<file path="src/rtl/statring_pkg.sv">
package statring_pkg;
  localparam int WORD_W    = 32;
  localparam int REC_WORDS = 8;
  localparam int SEL_W     = $clog2(REC_WORDS);
  localparam int LOOP_W    = 4;
  localparam int ID_W      = 8;
  localparam int REC_W     = WORD_W * REC_WORDS;

  typedef struct packed {
    logic             clrWr;
    logic             recLoad;
    logic             wordWr;
    logic [SEL_W-1:0] wordSel;
  } ring_strobe_t;
endpackage

</file>
<file path="src/rtl/statring_ctrl.sv">
module statring_ctrl
  import statring_pkg::*;
#(
  parameter int DEPTH  = 16,
  parameter int IDX_W  = $clog2(DEPTH),
  parameter int ADDR_W = IDX_W + SEL_W
) (
  input  logic              clk,
  input  logic              rstN,
  input  logic              recValid,
  input  logic [IDX_W-1:0]  tailPtr,
  output logic              recReady,
  output logic [IDX_W-1:0]  headPtr,
  output logic              initDone,
  output logic [LOOP_W-1:0] loopCnt,
  output ring_strobe_t      strobe,
  output logic [ADDR_W-1:0] memAddr
);
  localparam logic [ADDR_W-1:0] LAST_ADDR = ADDR_W'(DEPTH * REC_WORDS - 1);
  localparam logic [IDX_W-1:0]  LAST_SLOT = IDX_W'(DEPTH - 1);
  localparam logic [SEL_W-1:0]  LAST_WORD = SEL_W'(REC_WORDS - 1);

  typedef enum logic [1:0] {ST_CLEAR, ST_IDLE, ST_WRITE} ctrl_state_e;

  ctrl_state_e      state;
  logic [ADDR_W-1:0] clrCnt;
  logic [SEL_W-1:0]  wordIdx;
  logic              ringFull;
  logic              accept;

  assign ringFull = (IDX_W'(headPtr + 1'b1) == tailPtr);
  assign recReady = (state == ST_IDLE) && !ringFull;
  assign accept   = recValid && recReady;
  assign initDone = (state != ST_CLEAR);

  always_ff @(posedge clk) begin
    if (!rstN) begin
      state   <= ST_CLEAR;
      clrCnt  <= '0;
      wordIdx <= '0;
      headPtr <= '0;
      loopCnt <= LOOP_W'(1);
    end else begin
      case (state)
        ST_CLEAR: begin
          clrCnt <= clrCnt + 1'b1;
          if (clrCnt == LAST_ADDR) state <= ST_IDLE;
        end
        ST_IDLE: begin
          if (accept) begin
            state   <= ST_WRITE;
            wordIdx <= '0;
          end
        end
        ST_WRITE: begin
          wordIdx <= wordIdx + 1'b1;
          if (wordIdx == LAST_WORD) begin
            state   <= ST_IDLE;
            headPtr <= headPtr + 1'b1;
            if (headPtr == LAST_SLOT) loopCnt <= loopCnt + 1'b1;
          end
        end
        default: state <= ST_CLEAR;
      endcase
    end
  end

  always_comb begin
    strobe.clrWr   = (state == ST_CLEAR);
    strobe.recLoad = accept;
    strobe.wordWr  = (state == ST_WRITE);
    strobe.wordSel = wordIdx;
    memAddr        = (state == ST_CLEAR) ? clrCnt : {headPtr, wordIdx};
  end


  head_step_chk: assert property (@(posedge clk) disable iff (!rstN)
    !$stable(headPtr) |-> headPtr == IDX_W'($past(headPtr) + 1'b1));


  loop_wrap_chk: assert property (@(posedge clk) disable iff (!rstN)
    !$stable(loopCnt) |-> (headPtr == '0) && ($past(headPtr) == LAST_SLOT));


  init_sticky_chk: assert property (@(posedge clk) disable iff (!rstN)
    initDone |=> initDone);


  one_at_a_time_chk: assert property (@(posedge clk) disable iff (!rstN)
    (recValid && recReady) |=> !recReady);
endmodule

</file>
<file path="src/rtl/statring_dpath.sv">
module statring_dpath
  import statring_pkg::*;
#(
  parameter int             DEPTH   = 16,
  parameter logic [ID_W-1:0] RING_ID = 8'h3C,
  parameter int             IDX_W   = $clog2(DEPTH),
  parameter int             ADDR_W  = IDX_W + SEL_W
) (
  input  logic              clk,
  input  logic              rstN,
  input  logic [REC_W-1:0]  recData,
  input  ring_strobe_t      strobe,
  input  logic [ADDR_W-1:0] memAddr,
  input  logic [LOOP_W-1:0] loopCnt,
  input  logic [ADDR_W-1:0] rdAddr,
  output logic [WORD_W-1:0] rdData
);
  localparam int RING_WORDS = DEPTH * REC_WORDS;
  localparam int PASS_WORDS = 5;
  localparam int W5_KEEP    = 24;
  localparam int RSV7_W     = WORD_W - LOOP_W - ID_W;
  localparam int KEEP_W     = PASS_WORDS * WORD_W + W5_KEEP;

  logic [KEEP_W-1:0]       recBuf;
  logic [WORD_W-1:0]       recWord [PASS_WORDS];
  logic [WORD_W-1:0]       stampWord;
  logic [WORD_W-1:0]       memWrData;
  logic                    memWrEn;
  logic [WORD_W-1:0]       ringMem [RING_WORDS];
  logic                    unusedRecBits;

  assign unusedRecBits = ^recData[REC_W-1:KEEP_W];

  always_ff @(posedge clk) begin
    if (strobe.recLoad) recBuf <= recData[KEEP_W-1:0];
  end

  for (genvar w = 0; w < PASS_WORDS; w++) begin : g_pass
    assign recWord[w] = recBuf[w*WORD_W +: WORD_W];
  end

  always_comb begin
    case (strobe.wordSel)
      SEL_W'(5): stampWord = {{(WORD_W-W5_KEEP){1'b0}}, recBuf[KEEP_W-1 -: W5_KEEP]};
      SEL_W'(6): stampWord = '0;
      SEL_W'(7): stampWord = {loopCnt, RING_ID, {RSV7_W{1'b0}}};
      default:   stampWord = recWord[strobe.wordSel];
    endcase
  end

  assign memWrEn   = strobe.clrWr || strobe.wordWr;
  assign memWrData = strobe.clrWr ? '0 : stampWord;

  always_ff @(posedge clk) begin
    if (memWrEn) ringMem[memAddr] <= memWrData;
    rdData <= ringMem[rdAddr];
  end


  rsv_word_chk: assert property (@(posedge clk) disable iff (!rstN)
    (memWrEn && memAddr[SEL_W-1:0] == SEL_W'(6)) |-> memWrData == '0);


  stamp_field_chk: assert property (@(posedge clk) disable iff (!rstN)
    (strobe.wordWr && memAddr[SEL_W-1:0] == SEL_W'(7)) |->
      (memWrData[WORD_W-1 -: LOOP_W] == loopCnt) && (memWrData[RSV7_W-1:0] == '0));
endmodule

</file>
<file path="src/rtl/status_ring_writer.sv">
module status_ring_writer
  import statring_pkg::*;
#(
  parameter int              DEPTH   = 16,
  parameter logic [ID_W-1:0] RING_ID = 8'h3C,
  parameter int              IDX_W   = $clog2(DEPTH),
  parameter int              ADDR_W  = IDX_W + SEL_W
) (
  input  logic              clk,
  input  logic              rstN,
  input  logic              recValid,
  output logic              recReady,
  input  logic [REC_W-1:0]  recData,
  input  logic [IDX_W-1:0]  tailPtr,
  output logic [IDX_W-1:0]  headPtr,
  output logic              initDone,
  input  logic [ADDR_W-1:0] rdAddr,
  output logic [WORD_W-1:0] rdData
);
  ring_strobe_t      strobe;
  logic [ADDR_W-1:0] memAddr;
  logic [LOOP_W-1:0] loopCnt;

  statring_ctrl #(.DEPTH(DEPTH), .IDX_W(IDX_W), .ADDR_W(ADDR_W)) u_ctrl (
    .clk(clk), .rstN(rstN), .recValid(recValid), .tailPtr(tailPtr),
    .recReady(recReady), .headPtr(headPtr), .initDone(initDone),
    .loopCnt(loopCnt), .strobe(strobe), .memAddr(memAddr)
  );

  statring_dpath #(.DEPTH(DEPTH), .RING_ID(RING_ID), .IDX_W(IDX_W), .ADDR_W(ADDR_W)) u_dpath (
    .clk(clk), .rstN(rstN), .recData(recData), .strobe(strobe),
    .memAddr(memAddr), .loopCnt(loopCnt), .rdAddr(rdAddr), .rdData(rdData)
  );
endmodule

</file>
<file path="config.mk">
export PLATFORM = sky130hd
export DESIGN_NAME = status_ring_writer
export DESIGN_NICKNAME = d
export VERILOG_FILES = /design/src/rtl/statring_pkg.sv /design/src/rtl/statring_ctrl.sv /design/src/rtl/statring_dpath.sv /design/src/rtl/status_ring_writer.sv
export SDC_FILE = /design/constraint.sdc
export NUM_CORES = 2
export LEC_CHECK = 0
export BUFFER_PORTS_ARGS = -buffer_cell sky130_fd_sc_hd__buf_2
export CAP_MARGIN = 20
export CORE_ASPECT_RATIO = 1.5
export CORE_MARGIN = 4
export CORE_UTILIZATION = 40
export DETAILED_ROUTE_END_ITERATION = 6
export GPL_ROUTABILITY_DRIVEN = 0
export PLACE_DENSITY_LB_ADDON = 0.15
export SLEW_MARGIN = 10
export SYNTH_ARGS = -nofsm -noshare
export SYNTH_HDL_FRONTEND = slang
export SYNTH_SLANG_ARGS = --single-unit
</file>
<file path="constraint.sdc">
create_clock -name clk -period 30.7 [get_ports clk]
set_input_delay 3.07 -clock clk [delete_from_list [all_inputs] [get_ports clk]]
set_output_delay 3.07 -clock clk [all_outputs]
set_load 0.1 [all_outputs]
</file>
# ---- After elaboration in Yosys (flattened, before gate mapping)
# Memory sizes are Yosys's and may differ from the RTL's. A register that Yosys moved wholly into a read port is not among the register bits.
# Cells that the tools add are included.
dict set report op_classes {
  addsub 4
  n_lt_le_gt_ge 1
  n_eq_ne 11
  n_mux 14
  bitwise 1
  n_reduce_logical 11
}
# operator n
set ops {}
lappend ops {{32-bit binary-select mux with 3-bit select} 1}
lappend ops {{32-bit 2-to-1 mux} 3}
lappend ops {{32-bit one-hot mux with 3 select lines} 1}
lappend ops {{3-bit == test (second input constant)} 3}
lappend ops {{4-bit by 1-bit adder with 4-bit output (second input constant)} 2}
lappend ops {{7-bit by 1-bit adder with 7-bit output (second input constant)} 1}
lappend ops {{7-bit == test (second input constant)} 1}
lappend ops {{7-bit 2-to-1 mux} 1}
lappend ops {{2-bit 2-to-1 mux} 3}
lappend ops {{2-bit one-hot mux with 3 select lines} 1}
lappend ops {{3-bit one-hot mux with 2 select lines} 1}
lappend ops {{3-bit AND reduction} 2}
lappend ops {{4-bit == test} 1}
lappend ops {{4-bit == test (second input constant)} 1}
lappend ops {{4-bit >= comparator (second input constant)} 1}
lappend ops {{2-bit != test (second input constant)} 2}
lappend ops {{3-bit NOT with 4-bit output} 1}
lappend ops {{2-bit AND reduction} 2}
lappend ops {{2-bit nonzero test} 2}
lappend ops {{3-bit by 1-bit adder with 3-bit output (second input constant)} 1}
lappend ops {{3-bit 2-to-1 mux} 1}
lappend ops {{2-bit by 1-bit == test with 1-bit output (second input constant)} 1}
lappend ops {{2-bit == test (second input constant)} 1}
lappend ops {{1-bit logical AND} 2}
lappend ops {{other kinds (5)} 6}
dict set report word_totals {
  reg_bits 204
  ramBits 4096
  inputBits 270
  out_inout_bits 38
  elab_cells 49
  mem_count 1
}
# memory words word_bits read_ports rd_ports_with_merged_regs wr line
set memory_table {}
lappend memory_table {u_dpath.ringMem 128 32 1 1 1 statring_dpath.sv:29} ;# logic [WORD_W-1:0] ringMem [RING_WORDS];

# ---- Logic depth before layout (Yosys ltp)
dict set report depth {
  word_depth 7
  ltp_mapped 9
}

# ---- By module
# From an unflattened synthesis, not the netlist that was laid out.
dict set report hier_totals {
  hier_cells 6446
  hier_area_um2 164447.7
}
# module n_inst cells_per_inst area_per_inst_um2
set modules_own_cells {}
lappend modules_own_cells {statring_dpath 1 6328 163309.1}
lappend modules_own_cells {statring_ctrl 1 118 1138.6}

# ---- Least setup slack after synthesis
# Ideal clock, no wire load.
dict set report synth_path {
  path_type {register -> register}
  startpoint {register u_ctrl.wordIdx[0]}
  endpoint {memory u_dpath.ringMem[0][22] (data pin)}
  arrival_ns 12.218
  required_time_ns 28.345
  setup_slack_ns 16.127
  path_stages_with_launch 5
  path_buffers 1
  cell_sequence {dfxtp_1 buf_1 mux4_2 nor2_1 a2111oi_0}
}
dict set report synth_between {
  elab_chain_cells 6
}
# element line
set synth_lines {}
lappend synth_lines {{start, declared} statring_ctrl.sv:27} ;# logic [SEL_W-1:0] wordIdx;
lappend synth_lines {{start signal, assigned} statring_ctrl.sv:56} ;# wordIdx <= wordIdx + 1'b1;
lappend synth_lines {{3-bit NOT with 4-bit output (not written as such)} statring_dpath.sv:47} ;# default: stampWord = recWord[strobe.wordSel];
lappend synth_lines {{32-bit binary-select mux with 3-bit select} statring_dpath.sv:47}
lappend synth_lines {{32-bit 2-to-1 mux (not written as such) (2 in series)} statring_dpath.sv:47}
lappend synth_lines {{32-bit one-hot mux with 3 select lines (*)} statring_dpath.sv:43} ;# case (strobe.wordSel)
lappend synth_lines {{32-bit 2-to-1 mux (*)} statring_dpath.sv:52} ;# assign memWrData = strobe.clrWr ? '0 : stampWord;
lappend synth_lines {{via u_dpath.memWrData[22]} statring_dpath.sv:27} ;# logic [WORD_W-1:0] memWrData;
lappend synth_lines {{end, declared} statring_dpath.sv:29}
# Mark *: on every way through the listed nets, which the timed path passes. The rest lies on a longest branch. The select of a mux whose other input is x is not followed.

==> run_results.csv <==
group,metric,value,unit
outcome,status,"complete, no violations",
drt,drtAntennaViolNets,0,
drt,vias_per_cell,5.75,
synth,synth_edf_count,4280,
critical_path,timing.rr.end,"u_dpath.ringMem[89][18]$_DFFE_PP_",
synth,ys_seq_elements,4332,
critical_path,crit_fanout,76,
drt,via_count,74100,
synth,syn_inst,6462,
clock_network,clkTransAtPathRegs,70,ps
clock_network,clock-sinks,4332,
synth,synth.top_cell.area_share,78.2,%
critical_path,regToRegStartpoint,"u_ctrl.state[0]$_SDFFE_PN0P_",
synth,yosysWarnings,0,
timing,slew_headroom,22.0,%
floorplan,core,410000,sq um
worst_hold_path,hold_start,"u_ctrl.clrCnt[1]$_SDFFE_PN0P_",
timing,finalCriticalPeriod,8400,ps
worst_hold_path,hold_depth,2,
floorplan,ios,308,
clock_network,root_buffer,"clkbuf_16",
power,p_comb_share,4.5,%
power,p_per_area,64.6,nW/um^2
clock_network,cts_resized,0,
critical_path,critPathLaunchType,"primary input",
floorplan,design.die.area,421000,sq um
critical_path,crit_path_max_incr_delay,870,ps
floorplan,start_util,40.1,%
timing,setup_ws,22300,ps
worst_hold_path,holdPathEnd,"u_ctrl.clrCnt[1]$_SDFFE_PN0P_",
timing,hold_violations,0,
drt,wl_per_cell,35.4,microns
drt,drt_iter0_markers,7726,
synth,synth_area_leaders,"edfxtp_1 78%, mux4_2 19%, dfxtp_1 0.63%",
critical_path,rr_worst_depth,7,
timing,setup_violations,0,
flow_run,cap_viol_max_count,0,
place,portBuffers,235,
critical_path,reg2reg_slack,25540,ps
power,power.leakage,55.7,nW
timing,worstMarginPinSlew,1170,ps
critical_path,crit_arrival,9270,ps
layout,fin_nets,7307,
clock_network,clkLatencyLatePin,1030,ps
synth,ys_seq_area_share,78.9,%
place,place_ws,21010,ps
clock_network,cts_buffers,410,
drt,finalWirelength,456000,microns
synth,async_flop_share,0,%
clock_network,post_cts.repair.setup_buffers,0,
critical_path,crit_type,"in2reg",
global_route,grt_usage,21.6,%
clock_network,clockBufferDepth,4,
power,fin_total_pwr,12.2,mW
timing,timing.final.crit_share,27.4,%
critical_path,end_kind,"register",
timing,grt_setup_unrepaired,"false",
power,p_clk_share,42.6,%
drt,remaining_drc_errors,0,
worst_hold_path,hold_path_class,"reg2reg",
critical_path,slowest_stage,"buf_4",
power,swShare,21.3,%
timing,fin_setup_tns,0,ps
synth,yosysMostFrequentCell,"edfxtp_1",
clock_network,tritoncts,"yes",
clock_network,postCtsHoldBufs,0,
synth,syn_avg_cell_area,25.4,sq um
global_route,grt_pass1_vias,77900,
critical_path,cpMostUsedCell,"buf_4",
power,p_seq_share,52.9,%
floorplan,rows,288,
power,power_switching,2.59,mW
layout,area_delta_synth_final,14.6,%
critical_path,crit_required,31570,ps
global_route,antenna_found_initial,57,
timing,finClkSkew,75.0,ps
timing,whs,519,ps
floorplan,die_y,793,microns
synth,synth_common_cells,"4280 x edfxtp_1, 1376 x mux4_2, 208 x clkbuf_1",
synth,synth.distinct_cells,44,
clock_network,htreeDepth,5,
floorplan,die_x,531,microns
global_route,overflow,0,
timing,drv_slew,0,
global_route,grt_start_max_net_pins,124,
layout,fill_cells,33400,
timing,max_clock_freq,119,MHz
global_route,grt_pass1_wl,630000,microns
power,p_int,9.57,mW
synth,yosys_most_used_dff,"edfxtp_1",
synth,yosys.area.top_type,"edfxtp_1",
place,dp_hpwl,247000,microns
synth,netlist_area,164000,sq um
synth,synth_fp_nets,6738,
layout,final_layout_size_suffix_gt1_share,36.4,%
drt,firstDrtPassIters,5,
power,peakVddDrop,0.0448,mV
critical_path,path_cells,"buf_12, buf_4, buf_4, buf_4, buf_4, mux4_2, mux4_2, mux4_2, mux2_2",
==> worst max-delay path, delay by kind of cell <==
family | cells | cell delay (ps)
buffers and inverters | 5 | 3800
multiplexers | 4 | 2100
==> flip-flops by register name, summed over array words and instances (netlist names) <==
signal           cells
u_ctrl.clrCnt        7
u_dpath.rdData      32
u_ctrl.state         2
u_dpath.ringMem   4096
u_ctrl.wordIdx       3
u_dpath.recBuf     184
u_ctrl.loopCnt       4
u_ctrl.headPtr       4
==> routing by layer <==
metal | track usage, % | up-vias | share of wire, %
met2 | 37.9 | 2511 | 53
met3 | 2.91 | 596 | 5.2
met4 | 8.85 | 18 | 4.3
li1 | - | 29500 | -
met5 | 0 | - | 0.026
met1 | 27.1 | 41400 | 38
==> kinds of logic after synthesis <==
kind of cell,Yosys count,synth area share [%]
xor gates and xnor gates,16,0.0937
buffers and inverters,350,0.871
DFF,4332,78.9
AOI/OAI and AO/OA,61,0.278
adders and majority gates,6,0.0457
and+or+nand+nor,287,0.752
muxes,1410,19.1
==> final cells by class <==
class,instances,area [sq um],area share (%)
inverters,6,27.5,0.0146
diodes,137,343,0.182
well taps,5365,6710,3.57
repair buffers,501,3400,1.80
multi-input cells,1780,34500,18.3
flip-flops and latches,4332,130000,68.8
clock inverters,260,3000,1.59
clock buffers,500,10700,5.67
==> layout by cell type (no fill, tap or decap), drive strengths merged, types with 2 or more instances in the layout <==
| master | instances |
|---|---|
| buf | 501 |
| a31oi | 2 |
| nand3b | 7 |
| o21ai | 3 |
| and3 | 4 |
| nand4 | 2 |
| o31ai | 4 |
| xnor2 | 5 |
| mux2i | 2 |
| o21a | 2 |
| edfxtp | 4280 |
| bufinv | 52 |
| clkinv | 183 |
| diode | 137 |
| inv | 21 |
| ha | 6 |
| dfxtp | 52 |
| clkinvlp | 10 |
| nor3 | 19 |
| clkbuf | 500 |
| xor2 | 10 |
| nand2 | 47 |
| a21oi | 15 |
| mux2 | 32 |
| a2111oi | 2 |
| nand2b | 4 |
| a222oi | 4 |
| a31o | 2 |
| a32oi | 6 |
| or4b | 3 |
| a221oi | 18 |
| nand3 | 8 |
| nor2 | 174 |
| or2 | 8 |
| nor2b | 3 |
| or3 | 5 |
| mux4 | 1376 |
==> power by group through the flow <==
stage	clock network, mW	logic (mW)	registers [mW]
global route	5.54	0.569	6.44
global placement	0	0.559	6.57
detailed placement	0	0.560	6.57
floorplan	0	0.291	6.61
finish	5.18	0.545	6.44
CTS	5.29	0.561	6.44
==> worst max-delay path by stage <==
stage                                        start                          endpoint
floorplan           u_ctrl.wordIdx[0]$_SDFFE_PN0P_  u_dpath.ringMem[0][22]$_DFFE_PP_
finish                                   rdAddr[0]        u_dpath.rdData[20]$_DFF_P_
global placement                         rdAddr[0]         u_dpath.rdData[5]$_DFF_P_
detailed placement                       rdAddr[0]        u_dpath.rdData[20]$_DFF_P_
CTS                                      rdAddr[0]         u_dpath.rdData[5]$_DFF_P_
global route                             rdAddr[0]        u_dpath.rdData[24]$_DFF_P_
==> metrics by stage <==
stage	instance area, sq um	util, %	std cells
after global routing	188000	45.9	12900
final	188000	45.9	12900
after detailed placement	174000	42.5	12000
after CTS	188000	45.8	12700
after global placement	174000	42.5	12000
after floorplan	164000	-	6462
Note: power is estimated with default switching activity, not from simulation.
